--- src/rtl/sc_pwl_pkg.sv ---
package sc_pwl_pkg;

  typedef enum logic {
    ACT_SIGMOID = 1'b0,
    ACT_TANH    = 1'b1
  } act_sel_e;

  // Per-segment slope, in units of 2^-8
  function automatic int seg_slope(act_sel_e fn, int seg);
    int v;
    if (fn == ACT_TANH) begin
      case (seg)
        0: v = 255;  1: v = 247;  2: v = 232;  3: v = 213;
        4: v = 189;  5: v = 165;  6: v = 141;  7: v = 117;
        default: v = 0;
      endcase
    end else begin
      case (seg)
        0: v = 64;   1: v = 64;   2: v = 63;   3: v = 63;
        4: v = 57;   5: v = 57;   6: v = 52;   7: v = 50;
        default: v = 0;
      endcase
    end
    return v;
  endfunction

  // Per-segment offset, in units of 2^-8
  function automatic int seg_offset(act_sel_e fn, int seg);
    int v;
    if (fn == ACT_TANH) begin
      case (seg)
        0: v = 0;    1: v = 2;    2: v = 5;    3: v = 12;
        4: v = 24;   5: v = 39;   6: v = 57;   7: v = 78;
        default: v = 0;
      endcase
    end else begin
      case (seg)
        0: v = 128;  1: v = 128;  2: v = 128;  3: v = 128;
        4: v = 131;  5: v = 131;  6: v = 135;  7: v = 137;
        default: v = 0;
      endcase
    end
    return v;
  endfunction

endpackage

--- src/rtl/sc_coef_rom.sv ---
module sc_coef_rom #(
  parameter int SEG_BITS = 3,
  parameter int COEF_W   = 8
) (
  input  logic                fn_tanh,
  input  logic [SEG_BITS-1:0] seg,
  output logic [COEF_W-1:0]   slope,
  output logic [COEF_W-1:0]   offset
);
  localparam int SEGS = 1 << SEG_BITS;

  logic [COEF_W-1:0] th_a [SEGS];
  logic [COEF_W-1:0] th_b [SEGS];
  logic [COEF_W-1:0] sg_a [SEGS];
  logic [COEF_W-1:0] sg_b [SEGS];

  for (genvar s = 0; s < SEGS; s++) begin : g_tab
    assign th_a[s] = COEF_W'(sc_pwl_pkg::seg_slope (sc_pwl_pkg::ACT_TANH,    s));
    assign th_b[s] = COEF_W'(sc_pwl_pkg::seg_offset(sc_pwl_pkg::ACT_TANH,    s));
    assign sg_a[s] = COEF_W'(sc_pwl_pkg::seg_slope (sc_pwl_pkg::ACT_SIGMOID, s));
    assign sg_b[s] = COEF_W'(sc_pwl_pkg::seg_offset(sc_pwl_pkg::ACT_SIGMOID, s));
  end

  assign slope  = fn_tanh ? th_a[seg] : sg_a[seg];
  assign offset = fn_tanh ? th_b[seg] : sg_b[seg];
endmodule

--- src/rtl/sc_stream_gen.sv ---
module sc_stream_gen #(
  parameter int W       = 8,
  parameter bit REVERSE = 1'b0
) (
  input  logic [W-1:0] idx,
  input  logic [W-1:0] level,
  output logic         bit_o
);
  if (REVERSE) begin : g_rev
    logic [W-1:0] ridx;
    for (genvar k = 0; k < W; k++) begin : g_bit
      assign ridx[k] = idx[W-1-k];
    end
    assign bit_o = (ridx < level);
  end else begin : g_fwd
    assign bit_o = (idx < level);
  end
endmodule

--- src/rtl/sc_ones_counter.sv ---
module sc_ones_counter #(
  parameter int CNT_W = 9
) (
  input  logic             clk,
  input  logic             rst_n,
  input  logic             clear,
  input  logic             en,
  input  logic             bit_in,
  output logic [CNT_W-1:0] count,
  output logic [CNT_W-1:0] count_next
);
  logic [CNT_W-1:0] cnt_q;

  assign count_next = cnt_q + CNT_W'(bit_in);
  assign count      = cnt_q;

  always_ff @(posedge clk or negedge rst_n) begin
    if (!rst_n)     cnt_q <= '0;
    else if (clear) cnt_q <= '0;
    else if (en)    cnt_q <= count_next;
  end
endmodule

--- src/rtl/sc_pwl_act.sv ---
module sc_pwl_act #(
  parameter int DATA_W   = 8,
  parameter int SEG_BITS = 3
) (
  input  logic              clk,
  input  logic              rst_n,
  input  logic              start,
  input  logic              fn_sel,
  input  logic              x_neg,
  input  logic [DATA_W-1:0] x_mag,
  output logic              done,
  output logic [DATA_W-1:0] y_mag,
  output logic              y_neg
);
  localparam int WIN_LEN = 1 << DATA_W;
  localparam int ACC_W   = DATA_W + 1;
  localparam logic [ACC_W:0] SUM_MAX = (ACC_W+1)'(WIN_LEN - 1);

  // Offset add in binary, clamped to the output range
  function automatic logic [DATA_W-1:0] sat_sum(logic [ACC_W-1:0] cnt,
                                                logic [DATA_W-1:0] off);
    logic [ACC_W:0] s;
    s = {1'b0, cnt} + (ACC_W+1)'(off);
    if (s > SUM_MAX) return '1;
    return s[DATA_W-1:0];
  endfunction

  // Negative-input folding: odd for tanh, complement for sigmoid
  function automatic logic [DATA_W:0] fold_sign(logic [DATA_W-1:0] f,
                                                logic tanh_fn, logic neg);
    logic [DATA_W-1:0] m;
    logic              s;
    if (tanh_fn) begin
      m = f;
      s = neg && (f != '0);
    end else begin
      s = 1'b0;
      if (!neg)         m = f;
      else if (f == '0) m = '1;
      else              m = (~f) + 1'b1;
    end
    return {s, m};
  endfunction

  // Captured operand and window state
  logic              busy_q;
  logic [DATA_W-1:0] idx_q;
  logic [DATA_W-1:0] a_q, b_q, m_q;
  logic              neg_q, tanh_q;
  logic              done_q, yneg_q;
  logic [DATA_W-1:0] ymag_q;

  // Named internal events
  logic              start_acc;
  logic              win_last;
  logic              a_bit, x_bit, prod_bit;
  logic [SEG_BITS-1:0] seg_sel;
  logic [DATA_W-1:0] rom_slope, rom_offset;
  logic [ACC_W-1:0]  acc_q, acc_next;
  logic [DATA_W:0]   folded;

  assign start_acc = start && !busy_q;
  assign win_last  = busy_q && (idx_q == '1);
  assign seg_sel   = x_mag[DATA_W-1 -: SEG_BITS];

  sc_coef_rom #(.SEG_BITS(SEG_BITS), .COEF_W(DATA_W)) u_rom (
    .fn_tanh (fn_sel),
    .seg     (seg_sel),
    .slope   (rom_slope),
    .offset  (rom_offset)
  );

  sc_stream_gen #(.W(DATA_W), .REVERSE(1'b0)) u_sng_slope (
    .idx   (idx_q),
    .level (a_q),
    .bit_o (a_bit)
  );

  sc_stream_gen #(.W(DATA_W), .REVERSE(1'b1)) u_sng_input (
    .idx   (idx_q),
    .level (m_q),
    .bit_o (x_bit)
  );

  assign prod_bit = a_bit & x_bit;

  sc_ones_counter #(.CNT_W(ACC_W)) u_acc (
    .clk        (clk),
    .rst_n      (rst_n),
    .clear      (start_acc),
    .en         (busy_q),
    .bit_in     (prod_bit),
    .count      (acc_q),
    .count_next (acc_next)
  );

  assign folded = fold_sign(sat_sum(acc_next, b_q), tanh_q, neg_q);

  always_ff @(posedge clk or negedge rst_n) begin
    if (!rst_n) begin
      busy_q <= 1'b0;
      idx_q  <= '0;
      a_q    <= '0;
      b_q    <= '0;
      m_q    <= '0;
      neg_q  <= 1'b0;
      tanh_q <= 1'b0;
      done_q <= 1'b0;
      ymag_q <= '0;
      yneg_q <= 1'b0;
    end else begin
      done_q <= 1'b0;
      if (start_acc) begin
        busy_q <= 1'b1;
        idx_q  <= '0;
        a_q    <= rom_slope;
        b_q    <= rom_offset;
        m_q    <= x_mag;
        neg_q  <= x_neg;
        tanh_q <= fn_sel;
      end else if (busy_q) begin
        idx_q <= idx_q + 1'b1;
        if (win_last) begin
          busy_q <= 1'b0;
          done_q <= 1'b1;
          yneg_q <= folded[DATA_W];
          ymag_q <= folded[DATA_W-1:0];
        end
      end
    end
  end

  assign done  = done_q;
  assign y_mag = ymag_q;
  assign y_neg = yneg_q;
endmodule

--- config.mk ---
export PLATFORM = sky130hd
export DESIGN_NAME = sc_pwl_act
export DESIGN_NICKNAME = d
export VERILOG_FILES = /design/src/rtl/sc_pwl_pkg.sv /design/src/rtl/sc_coef_rom.sv /design/src/rtl/sc_stream_gen.sv /design/src/rtl/sc_ones_counter.sv /design/src/rtl/sc_pwl_act.sv
export SDC_FILE = /design/constraint.sdc
export NUM_CORES = 1
export LEC_CHECK = 0
export ABC_AREA = 1
export BUFFER_PORTS_ARGS = -buffer_cell sky130_fd_sc_hd__clkbuf_2
export CORE_UTILIZATION = 50
export CTS_BUF_LIST = sky130_fd_sc_hd__clkbuf_4
export DETAILED_ROUTE_END_ITERATION = 7
export PLACE_DENSITY_LB_ADDON = 0.3
export SLEW_MARGIN = 5
export SYNTH_ARGS = -nofsm -noshare
export SYNTH_HDL_FRONTEND = slang
export SYNTH_SLANG_ARGS = --single-unit
--- constraint.sdc ---
create_clock -name clk -period 4.8 [get_ports clk]
set_input_delay 0.72 -clock clk [delete_from_list [all_inputs] [get_ports clk]]
set_output_delay 0.72 -clock clk [all_outputs]
set_load 0.005 [all_outputs]
# Word-level counts from Yosys, hierarchy flattened
# Memories as Yosys holds them, arrays and structs flattened.
# Cells that the tools add are included.
[totals]
in_bits = 13
romBits = 256
output_inout_bits = 10
n_memories = 4
regBits = 54
[classes]
eq_ne = 1
reduce_logical = 8
muxes = 27
n_bitwise = 4
addsub = 4
order_cmp = 4
[mem_list]
columns = ["name", "depth", "word_bits", "rd", "rd_ports_with_merged_regs", "wr", "line_no", "rtl"]
rows = [
  ["(name not given)", 8, 8, 1, 0, 0, "sc_coef_rom.sv:24", "assign slope = fn_tanh ? th_a[seg] : sg_a[seg];"],
  ["(name not given)", 8, 8, 1, 0, 0, "sc_coef_rom.sv:24", ""],
  ["(name not given)", 8, 8, 1, 0, 0, "sc_coef_rom.sv:25", "assign offset = fn_tanh ? th_b[seg] : sg_b[seg];"],
  ["(name not given)", 8, 8, 1, 0, 0, "sc_coef_rom.sv:25", ""],
]
[ops]
columns = ["op", "n"]
rows = [
  ["$mux 8", 17],
  ["$mux 9", 2],
  ["$add 8x1->8 const B", 2],
  ["$lt 8x8->1", 2],
  ["$add 9x8->10", 1],
  ["$gt 10x8->1 const B", 1],
  ["$add 9x1->9", 1],
  ["$eq 8x8->1 const B", 1],
  ["$logic_not 8->1", 1],
  ["$mux 1", 8],
  ["$not 8->8", 1],
  ["$reduce_bool 8->1", 1],
  ["$ge 4x4->1 const B", 1],
  ["$not 3->4", 1],
  ["$logic_and 1x1->1", 3],
  ["$reduce_and 3->1", 1],
  ["$reduce_bool 2->1", 1],
  ["$and 1x1->1", 1],
  ["$logic_not 1->1", 1],
  ["$not 1->1", 1],
]

# Longest topological paths before layout
# Gate-level depths: netlist of run 1.
[depth]
ltp_word = 12
ltp_mapped = 31

# By module
# A second synthesis of run 1 with hierarchy kept.
[unflattened]
cells_unflattened = 522
hier_area_um2 = 3828.7
[modules_own_cells]
columns = ["mod", "cells_per_inst", "instances", "area_each_um2"]
rows = [
  ["sc_pwl_act", 324, 1, 2561.2],
  ["sc_ones_counter", 77, 1, 570.5],
  ["sc_stream_gen", 31, 2, 183.9],
  ["sc_coef_rom", 59, 1, 329.1],
]

# Worst setup path before layout of run 1
# Ideal clock, no wire load.
[synth_path]
kind = "register to register"
start = "register idx_q[6]"
end = "register yneg_q (netlist: y_neg)"
setup_slack_ns = 0.948
required_time_ns = 4.678
setup_ns = 0.122
t_arrival_ns = 3.730
synth_period_minus_slack_ns = 3.852
path_stages_with_launch = 27
cell_sequence = "dfrtp_1 ha_1 a21boi_0 o211ai_1 nand2_1 a21o_1 a21oi_1 o211ai_1 nor2_1 ha_1 ha_1 nand2_1 nor3_1 xor2_1 ha_1 nand2_1 inv_1 a21oi_1 nand2_1 nand2_1 inv_2 nor2_8 nand3_2 nor3_4 nand3_1 nor2_1 o21ai_1"
[synth_via]
elab_chain_len = 10
[synth_rtl]
columns = ["item", "line_no", "rtl"]
rows = [
  ["start: declaration", "sc_pwl_act.sv:47", "logic [DATA_W-1:0] idx_q;"],
  ["start signal: assignment", "sc_pwl_act.sv:122", "idx_q <= idx_q + 1'b1;"],
  ["$lt 8x8->1, on equally long branches", "sc_stream_gen.sv:16, sc_stream_gen.sv:14", ""],
  ["$and 1x1->1", "sc_pwl_act.sv:85", "assign prod_bit = a_bit & x_bit;"],
  ["$add 9x1->9", "sc_ones_counter.sv:14", "assign count_next = cnt_q + CNT_W'(bit_in);"],
  ["$add 9x8->10", "sc_pwl_act.sv:23", "s = {1'b0, cnt} + (ACC_W+1)'(off);"],
  ["$gt 10x8->1", "sc_pwl_act.sv:24", "if (s > SUM_MAX) return '1;"],
  ["$mux 1", "sc_pwl_act.sv:24", ""],
  ["$mux 8", "sc_pwl_act.sv:25", "return s[DATA_W-1:0];"],
  ["$reduce_bool 8->1", "sc_pwl_act.sv:35", "s = neg && (f != '0);"],
  ["$logic_and 1x1->1", "sc_pwl_act.sv:35", ""],
  ["$mux 1", "sc_pwl_act.sv:33", "if (tanh_fn) begin"],
  ["end signal: assignment", "sc_pwl_act.sv:126", "yneg_q <= folded[DATA_W];"],
  ["end: declaration", "sc_pwl_act.sv:50", "logic done_q, yneg_q;"],
]
# Parallel ways exist; a longest one is shown, timed or not.
# A chain may end at the register's enable or synchronous reset.

# Worst setup path in the final report of run 1
# Ends and elaborated chain as after synthesis.

==> results.py, run 1 <==
metrics = {
    "logic_synthesis": {
        "synthFlopType": "dfrtp_1",
        "synth_top_family_by_area": "simple AND/OR/NAND/NOR gates",
        "syn_area_um2": 3500,
        "synth_top_area_share_pct": 38.6,
        "async_flop_share_pct": 100,
        "muxShareOfSynthArea_pct": 0,
        "ys_top_cells_by_area": "dfrtp_1 39%, ha_1 11%, nand2_1 11%",
        "synth_edf_count": 0,
        "yosysSeqAreaShare_pct": 38.6,
        "synth_seq_cells": 54,
        "synth_top_cell_by_area": "dfrtp_1",
        "syn_inst": 445,
        "syn-num-nets": 491,
        "synthTopCellsByCount": "105 x nand2_1, 63 x inv_1, 54 x dfrtp_1, 32 x ha_1, 31 x o21ai_0",
        "ys_warn_count": 0,
        "synth.distinct_cells": 39,
        "synth.most_common_cell": "nand2_1",
        "synth.avg_cell_area_um2": 7.86,
        "synth-xor-area-share_pct": 2.75,
        "synth_compound_area_share_pct": 14.3,
        "synthAdderAreaFrac_pct": 12.0,
        "synthSimpleGateAreaFrac_pct": 24.1,
    },
    "route": {
        "vias_per_cell": 5.39,
        "wirelength_mm": 7.53,
        "post_drt_wl_per_cell_um": 13.7,
        "drc": 0,
        "dr.pass1.iters": 4,
        "vias": 2958,
        "drtIter0Drc": 200,
        "ant_nets": 0,
    },
    "pwr": {
        "comb_power_share_pct": 58.9,
        "total_power_mw": 2.59,
        "ir_drop_uv": 277,
        "leakagePower_nw": 2.03,
        "swShare_pct": 47.9,
        "p_switching_mw": 1.24,
        "power_density_nw_per_um2": 686,
        "internal-power_mw": 1.35,
        "pwr-share-clk_pct": 10.3,
        "power_frac_seq_pct": 30.9,
    },
    "cts": {
        "postCtsSetupBuffers": 0,
        "cts_made_buffers": 5,
        "cts_sinks": 54,
        "clock_latency_ns": 0.38,
        "cts_tree": "done",
        "h-tree-depth": 2,
        "cts_buffer_depth": 2,
        "clk_pin_slew_ns": 0.17,
        "clockRootBuffer": "clkbuf_4",
    },
    "placement": {
        "dpl-instance-area_um2": 3690,
        "gp_congestion": 0.891,
        "port_buffers": 22,
        "hpwl_mm": 5.68,
        "preCtsSetupSlack_ns": 0.473,
        "dpl.cell_count": 541,
    },
    "setup_path": {
        "crit_top_cell": "ha_1",
        "required_ns": 5.08,
        "worstPathArrival_ns": 4.64,
        "cp-start-kind": "flip-flop",
        "cp_max_fo": 8,
        "cp_top_family": "simple AND/OR/NAND/NOR gates",
        "path_cells": "ha_1 > a21boi_0 > o211ai_1 > nand2_1 > a21o_1 > a21oi_1 > o211ai_1 > nor2_1 > ha_1 > ha_1 > nand2_1 > nor2_2 > xor2_1 > ha_1 > a21oi_1 > nand3_1 > nand2_1 > nor2_1 > nor2_4 > nand3_2 > nor3_4 > nand3_1 > nor2_1 > o21ai_1",
        "crit_type": "reg2reg",
        "max_stage_delay_ns": 0.49,
        "slowest_stage": "dfrtp_2",
        "crit_path_end_kind": "flip-flop",
        "critPathBufInv": 0,
    },
    "floorplanning": {
        "start_util_pct": 51.8,
        "dieArea_um2": 7330,
        "io_pins": 23,
        "core_um2": 6760,
        "rows": 30,
        "die_x_um": 85.6,
        "die_height_um": 85.6,
    },
    "grt": {
        "grt_pass1_vias": 2821,
        "grt_pass1_wl_mm": 13.4,
        "grt_overflow": 0,
        "antenna_found_initial": 0,
        "track_usage_pct": 22.9,
        "grt_max_degree": 55,
    },
    "timing": {
        "rsz0062_at_grt": "false",
        "tightestPinTransition_ns": 0.859,
        "fmax_ghz": 0.229,
        "maxSlewViolCount": 0,
        "fin_crit_ns": 4.36,
        "fin_crit_sh_pct": 90.9,
        "slew_headroom_pct": 42.5,
        "hold_viol": 0,
        "tns_ns": 0,
        "setup_violations": 0,
        "setup_ws_ns": 0.435,
        "whs_ns": 0.424,
        "finClkSkew_ns": 0.0172,
    },
    "final_layout": {
        "final_nets": 514,
        "multi_input_area_um2": 1860,
        "fin_cells": 549,
        "fin_util_pct": 55.9,
        "n_antenna_cell": 0,
        "fillers": 627,
        "area_delta_synth_final_pct": 7.98,
        "drive_above_1_share_pct": 10.2,
        "regArea_um2": 1350,
        "final_area_um2": 3780,
    },
    "flow_run": {
        "max_cap_viol_count": 0,
    },
    "status": {
        "outcome": "complete, no violations",
    },
    "hold_path": {
        "hp-class": "in2async",
    },
}
-- cells by family after synthesis --
family,Yosys count
AOI/OAI and AO/OA,84
buffers and inverters,76
xor gates and xnor gates,11
adders and majority gates,33
DFF,54
and+or+nand+nor,187
-- layer usage --
layer	wire, um	GRT usage, %	vias up
met1	3780	33.7	1378
met5	0	0	-
li1	-	-	1511
met3	268	3.37	13
met2	3310	35.1	56
met4	173	7.27	0
-- flip-flops by register name, indices dropped and copies added (netlist names) --
signal,cells
a_q,8
neg_q,1
idx_q,8
busy_q,1
b_q,8
m_q,8
u_acc.count,9
y_neg,1
tanh_q,1
done,1
y_mag,8
-- worst register-to-register path, cell delays in order (launching register included) --
cell      delay [ns]
dfrtp_2         0.49
ha_1            0.30
a21boi_0        0.12
o211ai_1        0.16
nand2_1         0.07
a21o_1          0.15
a21oi_1         0.16
o211ai_1        0.10
nor2_1          0.10
ha_1            0.17
ha_1            0.18
nand2_1         0.09
nor2_2          0.15
xor2_1          0.22
ha_1            0.32
a21oi_1         0.22
nand3_1         0.14
nand2_1         0.08
nor2_1          0.06
nor2_4          0.18
nand3_2         0.15
nor3_4          0.29
nand3_1         0.14
nor2_1          0.15
o21ai_1         0.07
-- path summary, 6_finish.rpt --
kind	start	end	slack (ns)	cells past startpoint
min in group clk	y_mag[6]$_DFFE_PN0P_	y_mag[6]$_DFFE_PN0P_	0.50	2
max in group asynchronous	rst_n	idx_q[6]$_DFFE_PN0P_	3.89	2
min	rst_n	y_mag[4]$_DFFE_PN0P_	0.42	2
max	idx_q[6]$_DFFE_PN0P_	y_neg$_DFFE_PN0P_	0.44	24
max reg2reg	idx_q[6]$_DFFE_PN0P_	y_neg$_DFFE_PN0P_	0.44	24
min reg2reg	y_mag[6]$_DFFE_PN0P_	y_mag[6]$_DFFE_PN0P_	0.50	2
-- cells in the final DEF, fill, tap and decap left out, types with 3 or more instances in the layout --
cell and n:
a21o_1 3, a21oi_1 20, a22o_1 5, clkbuf_2 22
clkbuf_4 6, clkinv_1 3, dfrtp_1 53, ha_1 32
inv_1 63, nand2_1 105, nand3_1 26, nand4_1 7
nor2_1 30, nor2_2 4, nor3_1 4, o211ai_1 8
o21ai_0 31, xor2_1 10
-- power groups by stage --
stage / logic, mW / clock network (mW) / registers (mW)
3_3_place_gp: 1.46 / 0 / 0.798
4_1_cts: 1.52 / 0.272 / 0.796
6_report: 1.53 / 0.266 / 0.799
2_1_floorplan: 1.20 / 0 / 0.758
3_5_place_dp: 1.51 / 0 / 0.804
5_1_grt: 1.76 / 0.289 / 0.825
-- repair_timing --
item,4_1_cts,5_1_grt
setup endpoints to repair,0,2
resized for setup,0,1
hold buffers,0,0
-- cell type report --
class | instances | share of cell area (%)
clock buffers | 6 | 1.19
clock inverters | 2 | 0.994
inverters | 68 | 6.76
repair buffers | 24 | 3.31
flip-flops and latches | 54 | 35.8
multi-input cells | 315 | 49.3
well taps | 80 | 2.65
Note: power is estimated with default switching activity, not from simulation.
==> inputs of run 2 (changes only) <==
--- a/config.mk
+++ b/config.mk
@@ -7,10 +7,13 @@
 export LEC_CHECK = 0
 export ABC_AREA = 1
 export BUFFER_PORTS_ARGS = -buffer_cell sky130_fd_sc_hd__clkbuf_2
-export CORE_UTILIZATION = 50
+export CELL_PAD_IN_SITES_DETAIL_PLACEMENT = 0
+export CELL_PAD_IN_SITES_GLOBAL_PLACEMENT = 1
+export CORE_UTILIZATION = 47
 export CTS_BUF_LIST = sky130_fd_sc_hd__clkbuf_4
 export DETAILED_ROUTE_END_ITERATION = 7
 export PLACE_DENSITY_LB_ADDON = 0.3
+export RECOVER_POWER = 25
 export SLEW_MARGIN = 5
 export SYNTH_ARGS = -nofsm -noshare
 export SYNTH_HDL_FRONTEND = slang
==> run 2 against run 1 <==
Against the previous run:
- non-clock buffer count is 3 higher
- the run now ends with capacitance limit, slew limit left
- final cell count grew 3.8%
- sequential share of layout area down 0.68 points
- clock-buffer cell count is 1 lower
- critical endpoint is now y_mag[6]$_DFFE_PN0P_
- routed wire length is 4.2% higher
- largest cell class unchanged
==> results.py, run 2 (same netlist as run 1, synthesis figures left out) <==
metrics = {
    "status": {
        "outcome": "finished, violations left",
        "violations": "capacitance limit, slew limit",
    },
    "final_layout": {
        "final_cell_mix": "105 x nand2_1, 63 x inv_1, 53 x dfrtp_1",
        "area_delta_synth_final_pct": 10.1,
        "multi_input_area_um2": 1900,
        "regArea_um2": 1350,
        "largest_reg_flops": 9,
        "final_nets": 517,
        "fin_cells": 570,
        "final_common_cell": "nand2_1",
        "fillers": 743,
        "drive_above_1_share_pct": 11.9,
        "n_antenna_cell": 0,
    },
    "placement": {
        "port_buffers": 22,
        "preCtsSetupSlack_ns": 0.322,
        "hpwl_mm": 5.94,
        "gp_congestion": 0.844,
        "dpl.cell_count": 560,
    },
    "hold_path": {
        "hp-class": "reg2reg",
        "hold_path_startpoint": "m_q[0]$_DFFE_PN0P_",
    },
    "pwr": {
        "ir_drop_uv": 331,
        "power_density_nw_per_um2": 679,
        "leakagePower_nw": 2.04,
        "total_power_mw": 2.61,
    },
    "setup_path": {
        "worstPathArrival_ns": 4.71,
        "critPathLaunch": "idx_q[6]$_DFFE_PN0P_",
        "crit_type": "reg2reg",
        "cp-start-kind": "flip-flop",
        "max_stage_delay_ns": 0.45,
        "required_ns": 5.12,
        "crit_top_cell": "nand2_1",
        "cp_max_fo": 6,
        "slowest_stage": "dfrtp_2",
        "r2r-start": "idx_q[6]$_DFFE_PN0P_",
        "r2r_slack_ns": 0.42,
        "crit_path_end_kind": "flip-flop",
    },
    "floorplanning": {
        "rows": 31,
        "dieArea_um2": 7790,
        "core_um2": 7210,
        "die_height_um": 88.3,
        "start_util_pct": 48.5,
        "io_pins": 23,
        "die_x_um": 88.3,
    },
    "timing": {
        "finClkSkew_ns": 0.0102,
        "fin_crit_sh_pct": 91.3,
        "tightestPinTransition_ns": 2.91,
        "maxSlewViolCount": 55,
        "hold_viol": 0,
        "setup_violations": 0,
        "slew_headroom_pct": -93.9,
        "setup_ws_ns": 0.416,
        "fmax_ghz": 0.228,
        "tns_ns": 0,
        "fin_crit_ns": 4.38,
    },
    "route": {
        "drc": 0,
        "ant_nets": 0,
        "post_drt_wl_per_cell_um": 13.8,
        "dr.pass1.iters": 7,
        "vias_per_cell": 5.11,
        "wirelength_mm": 7.85,
        "drtIter0Drc": 166,
        "vias": 2914,
    },
    "grt": {
        "track_usage_pct": 22.4,
        "grt_pass1_vias": 2785,
        "grt_overflow": 0,
        "grt_pass1_wl_mm": 13.6,
        "grt_max_degree": 55,
        "antenna_found_initial": 0,
    },
    "cts": {
        "cts_sinks": 54,
        "cts_buffer_depth": 2,
        "cts_tree": "done",
        "cts_hold_buf": 0,
        "h-tree-depth": 2,
        "clock_latency_ns": 0.37,
        "clockRootBuffer": "clkbuf_4",
        "clk_pin_slew_ns": 0.16,
        "cts_made_buffers": 5,
    },
    "flow_run": {
        "max_cap_viol_count": 1,
    },
}
[run 2: worst max-delay path: cells and delay by family, from the launching register on]
kind	cells	cell delay, ns
compound gates	6	0.83
xor+xnor	1	0.19
fa+ha+maj	4	0.98
buf+inv	4	0.35
flops	1	0.45
simple gates	15	1.54
[run 2: final timing paths]
check	to	depth (start not counted)
worst max-delay path	y_mag[6]$_DFFE_PN0P_	30
worst min-delay path	m_q[0]$_DFFE_PN0P_	2
worst max register to register	y_mag[6]$_DFFE_PN0P_	30
worst min register to register	m_q[0]$_DFFE_PN0P_	2
max in group asynchronous	idx_q[6]$_DFFE_PN0P_	2
min in group asynchronous	idx_q[6]$_DFFE_PN0P_	2
[run 2: where the power goes]
group	switching (mW)	internal [mW]
combinational	0.957	0.608
clock	0.146	0.106
sequential	0.151	0.644
total	1.25	1.36
[run 2: layout make-up]
cell class / instances / share of cell area, %
clock buffers: 5 / 0.975
clock inverters: 2 / 0.878
multi-input cells: 315 / 49.4
inverters: 68 / 6.63
well taps: 99 / 3.22
repair buffers: 27 / 3.74
flip-flops and latches: 54 / 35.1
[run 2: routing by layer]
metal / part of all wire (%) / track usage (%) / vias up
li1: - / - / 1510
met1: 53 / 34.2 / 1357
met2: 44 / 33.4 / 43
met3: 2.7 / 3.45 / 4
met4: 0.68 / 5.28 / 0
met5: 0 / 0 / -
[run 2: through the flow]
| step | hold slack, ns | instance area [um^2] | utilization (%) |
|---|---|---|---|
| finish | 0.499 | 3850 | 53.3 |
| global route | 0.516 | 3850 | 53.3 |
| CTS | 0.476 | 3790 | 52.5 |
| detailed placement | 0.467 | 3720 | 51.5 |
| global placement | 0.463 | 3720 | 51.5 |
| floorplan | 0.424 | 3500 | - |
[run 2: repair_timing]
| item | 4_1_cts | 5_1_grt |
|---|---|---|
| buffers inserted | 0 | 3 |
| endpoints found under the setup margin | 0 | 9 |
| resized for setup | 0 | 11 |
| endpoints found under the hold margin | 0 | 0 |
==> inputs of run 3 (changes only) <==
--- a/config.mk
+++ b/config.mk
@@ -17,4 +17,5 @@
 export SLEW_MARGIN = 5
 export SYNTH_ARGS = -nofsm -noshare
 export SYNTH_HDL_FRONTEND = slang
+export SYNTH_HIERARCHICAL = 1
 export SYNTH_SLANG_ARGS = --single-unit
==> run 3 against run 2 <==
Against the previous run:
- final cell count is 14% higher
- sequential share of layout area shrank 2.1 points
- maximum frequency rose by 8.1%
- sequential power is 11% lower
- via count rose by 9.1%
- the flow still finishes with violations (capacitance limit, slew limit)
- core utilization fell by 1.0 points
==> results.py, run 3 <==
metrics = {
    "floorplanning": {
        "core_um2": 7810,
        "rows": 32,
        "dieArea_um2": 8510,
        "io_pins": 23,
        "die_x_um": 92.3,
        "die_height_um": 92.3,
        "start_util_pct": 49.0,
    },
    "final_layout": {
        "n_antenna_cell": 0,
        "fillers": 786,
        "final_nets": 590,
        "final_common_cell": "nand2_1",
        "final_cell_mix": "199 x nand2_1, 66 x inv_1, 54 x dfrtp_1",
        "drive_above_1_share_pct": 13.2,
        "area_delta_synth_final_pct": 6.67,
        "fin_cells": 647,
        "largest_reg_flops": 9,
    },
    "logic_synthesis": {
        "synth.avg_cell_area_um2": 7.33,
        "synth-xor-area-share_pct": 2.03,
        "async_flop_share_pct": 100,
        "synth.distinct_cells": 44,
        "synth_top_area_share_pct": 35.3,
        "synthTopCellsByCount": "199 x nand2_1, 66 x inv_1, 54 x dfrtp_1, 32 x ha_1, 29 x nand3_1",
        "synth.most_common_cell": "nand2_1",
        "synthFlopType": "dfrtp_1",
        "synth_top_cell_by_area": "dfrtp_1",
        "syn_area_um2": 3830,
        "synthAdderAreaFrac_pct": 11.0,
        "synth_edf_count": 0,
        "syn-num-nets": 568,
        "synth_compound_area_share_pct": 7.88,
        "ys_warn_count": 6,
        "ys_top_cells_by_area": "dfrtp_1 35%, nand2_1 20%, ha_1 10%",
        "synth_top_family_by_area": "simple AND/OR/NAND/NOR gates",
        "synth_seq_cells": 54,
        "synthSimpleGateAreaFrac_pct": 35.2,
        "syn_inst": 522,
        "muxShareOfSynthArea_pct": 0.261,
        "yosysSeqAreaShare_pct": 35.3,
    },
    "setup_path": {
        "crit_path_end_kind": "flip-flop",
        "max_stage_delay_ns": 0.48,
        "crit_type": "reg2reg",
        "r2r_slack_ns": 0.75,
        "r2r-start": "idx_q[1]$_DFFE_PN0P_",
        "required_ns": 5.08,
        "endpoint": "y_mag[7]$_DFFE_PN0P_",
        "slowest_stage": "dfrtp_1",
        "r2r_cells": 31,
        "cp_max_fo": 8,
        "worstPathArrival_ns": 4.33,
        "critPathLaunch": "idx_q[1]$_DFFE_PN0P_",
        "crit_top_cell": "nand2_1",
        "rr_endpoint": "y_mag[7]$_DFFE_PN0P_",
        "cp-start-kind": "flip-flop",
    },
    "pwr": {
        "p_switching_uw": 956,
        "comb_power_share_pct": 55.9,
        "power_frac_seq_pct": 34.4,
        "leakagePower_nw": 2.29,
        "internal-power_mw": 1.10,
        "ir_drop_uv": 175,
        "power_density_nw_per_um2": 504,
        "swShare_pct": 46.5,
        "pwr-share-clk_pct": 9.7,
    },
    "route": {
        "ant_nets": 0,
        "drtIter0Drc": 123,
        "post_drt_wl_per_cell_um": 12.0,
        "wirelength_mm": 7.76,
        "dr.pass1.iters": 4,
        "vias_per_cell": 4.91,
        "drc": 0,
        "vias": 3179,
    },
    "cts": {
        "cts_hold_buf": 0,
        "clock_latency_ns": 0.37,
        "cts_made_buffers": 5,
        "cts-resized-gates": 0,
        "clockRootBuffer": "clkbuf_4",
        "h-tree-depth": 2,
        "cts_tree": "done",
        "cts_sinks": 54,
        "clk_pin_slew_ns": 0.16,
        "cts_buffer_depth": 2,
        "postCtsSetupBuffers": 0,
    },
    "timing": {
        "slew_headroom_pct": -92.5,
        "fmax_ghz": 0.247,
        "finClkSkew_ns": 0.0171,
        "maxSlewViolCount": 55,
        "fin_crit_ns": 4.05,
        "whs_ns": 0.488,
        "rsz0062_at_grt": "false",
        "setup_violations": 0,
        "fin_crit_sh_pct": 84.5,
        "hold_viol": 0,
        "tns_ns": 0,
        "tightestPinTransition_ns": 2.89,
    },
    "hold_path": {
        "hp-class": "reg2reg",
        "hold_path_startpoint": "m_q[7]$_DFFE_PN0P_",
    },
    "grt": {
        "met3_usage_pct": 2.90,
        "grt_pass1_wl_mm": 14.0,
        "grt_pass1_vias": 3087,
        "grtUsageMet2_pct": 33.5,
        "antenna_found_initial": 0,
        "grt_overflow": 0,
        "busiest_layer": "met2",
        "grt_use_met1_pct": 28.2,
        "grt_max_degree": 55,
        "track_usage_pct": 20.3,
    },
    "flow_run": {
        "max_cap_viol_count": 1,
    },
    "status": {
        "outcome": "finished, violations left",
        "violations": "capacitance limit, slew limit",
    },
    "placement": {
        "dpl.cell_count": 639,
        "hpwl_mm": 6.01,
        "port_buffers": 22,
        "gp_congestion": 0.862,
    },
}
## run 3: stage by stage
stage	power [mW]	setup slack [ns]	util, %	area, um^2
final	2.06	0.745	52.3	4080
after detailed placement	1.87	0.764	51.7	4030
after global routing	2.30	0.293	52.3	4080
after global placement	1.84	0.842	51.7	4030
after CTS	2.07	0.710	52.4	4090
after floorplan	1.60	1.20	-	3830
## run 3: worst min path at each step
| stage | to | slack, ns | cells after the start |
|---|---|---|---|
| after floorplan | a_q[0]$_DFFE_PN0P_ | 0.42 | 0 |
| after global placement | m_q[2]$_DFFE_PN0P_ | 0.45 | 2 |
| after detailed placement | m_q[2]$_DFFE_PN0P_ | 0.46 | 2 |
| after CTS | m_q[3]$_DFFE_PN0P_ | 0.48 | 2 |
| after global routing | a_q[5]$_DFFE_PN0P_ | 0.51 | 2 |
| final | m_q[7]$_DFFE_PN0P_ | 0.49 | 2 |
## run 3: area by class of cell
| cell class | count | area [um^2] | share of cell area (%) |
|---|---|---|---|
| multi-input combinational | 388 | 2160 | 52.8 |
| inverter | 71 | 272 | 6.65 |
| clock inverter | 2 | 8.76 | 0.214 |
| clock buffer | 6 | 45.0 | 1.10 |
| timing repair buffer | 24 | 121 | 2.97 |
| tap | 102 | 128 | 3.12 |
| sequential | 54 | 1350 | 33.1 |
## run 3: kinds of logic after synthesis
| group | count (synthesis) |
|---|---|
| AO/OA/AOI/OAI | 47 |
| flip-flops | 54 |
| buffers and inverters | 80 |
| adder cells (fa/ha/maj) | 33 |
| multiplexers | 1 |
| XOR/XNOR | 8 |
| AND/OR/NAND/NOR | 299 |
## run 3: worst max-delay path: cells and delay by family, from the launching register on
kind | cells | cell delay (ns)
AND/OR/NAND/NOR | 22 | 1.89
adder cells (fa/ha/maj) | 4 | 1.10
flip-flops | 1 | 0.48
AO/OA/AOI/OAI | 2 | 0.32
buffers and inverters | 3 | 0.16
## run 3: power groups by stage
stage	clock (mW)	sequential [mW]	combinational, mW
global placement	0	0.713	1.13
global route	0.227	0.732	1.34
floorplan	0	0.685	0.919
finish	0.200	0.708	1.15
detailed placement	0	0.718	1.15
CTS	0.206	0.708	1.16
## run 3: per-layer routing
layer / routed length, um / up-vias
met2: 3440 / 37
met1: 4070 / 1456
met5: 0 / -
li1: - / 1682
met4: 57 / 0
met3: 197 / 4
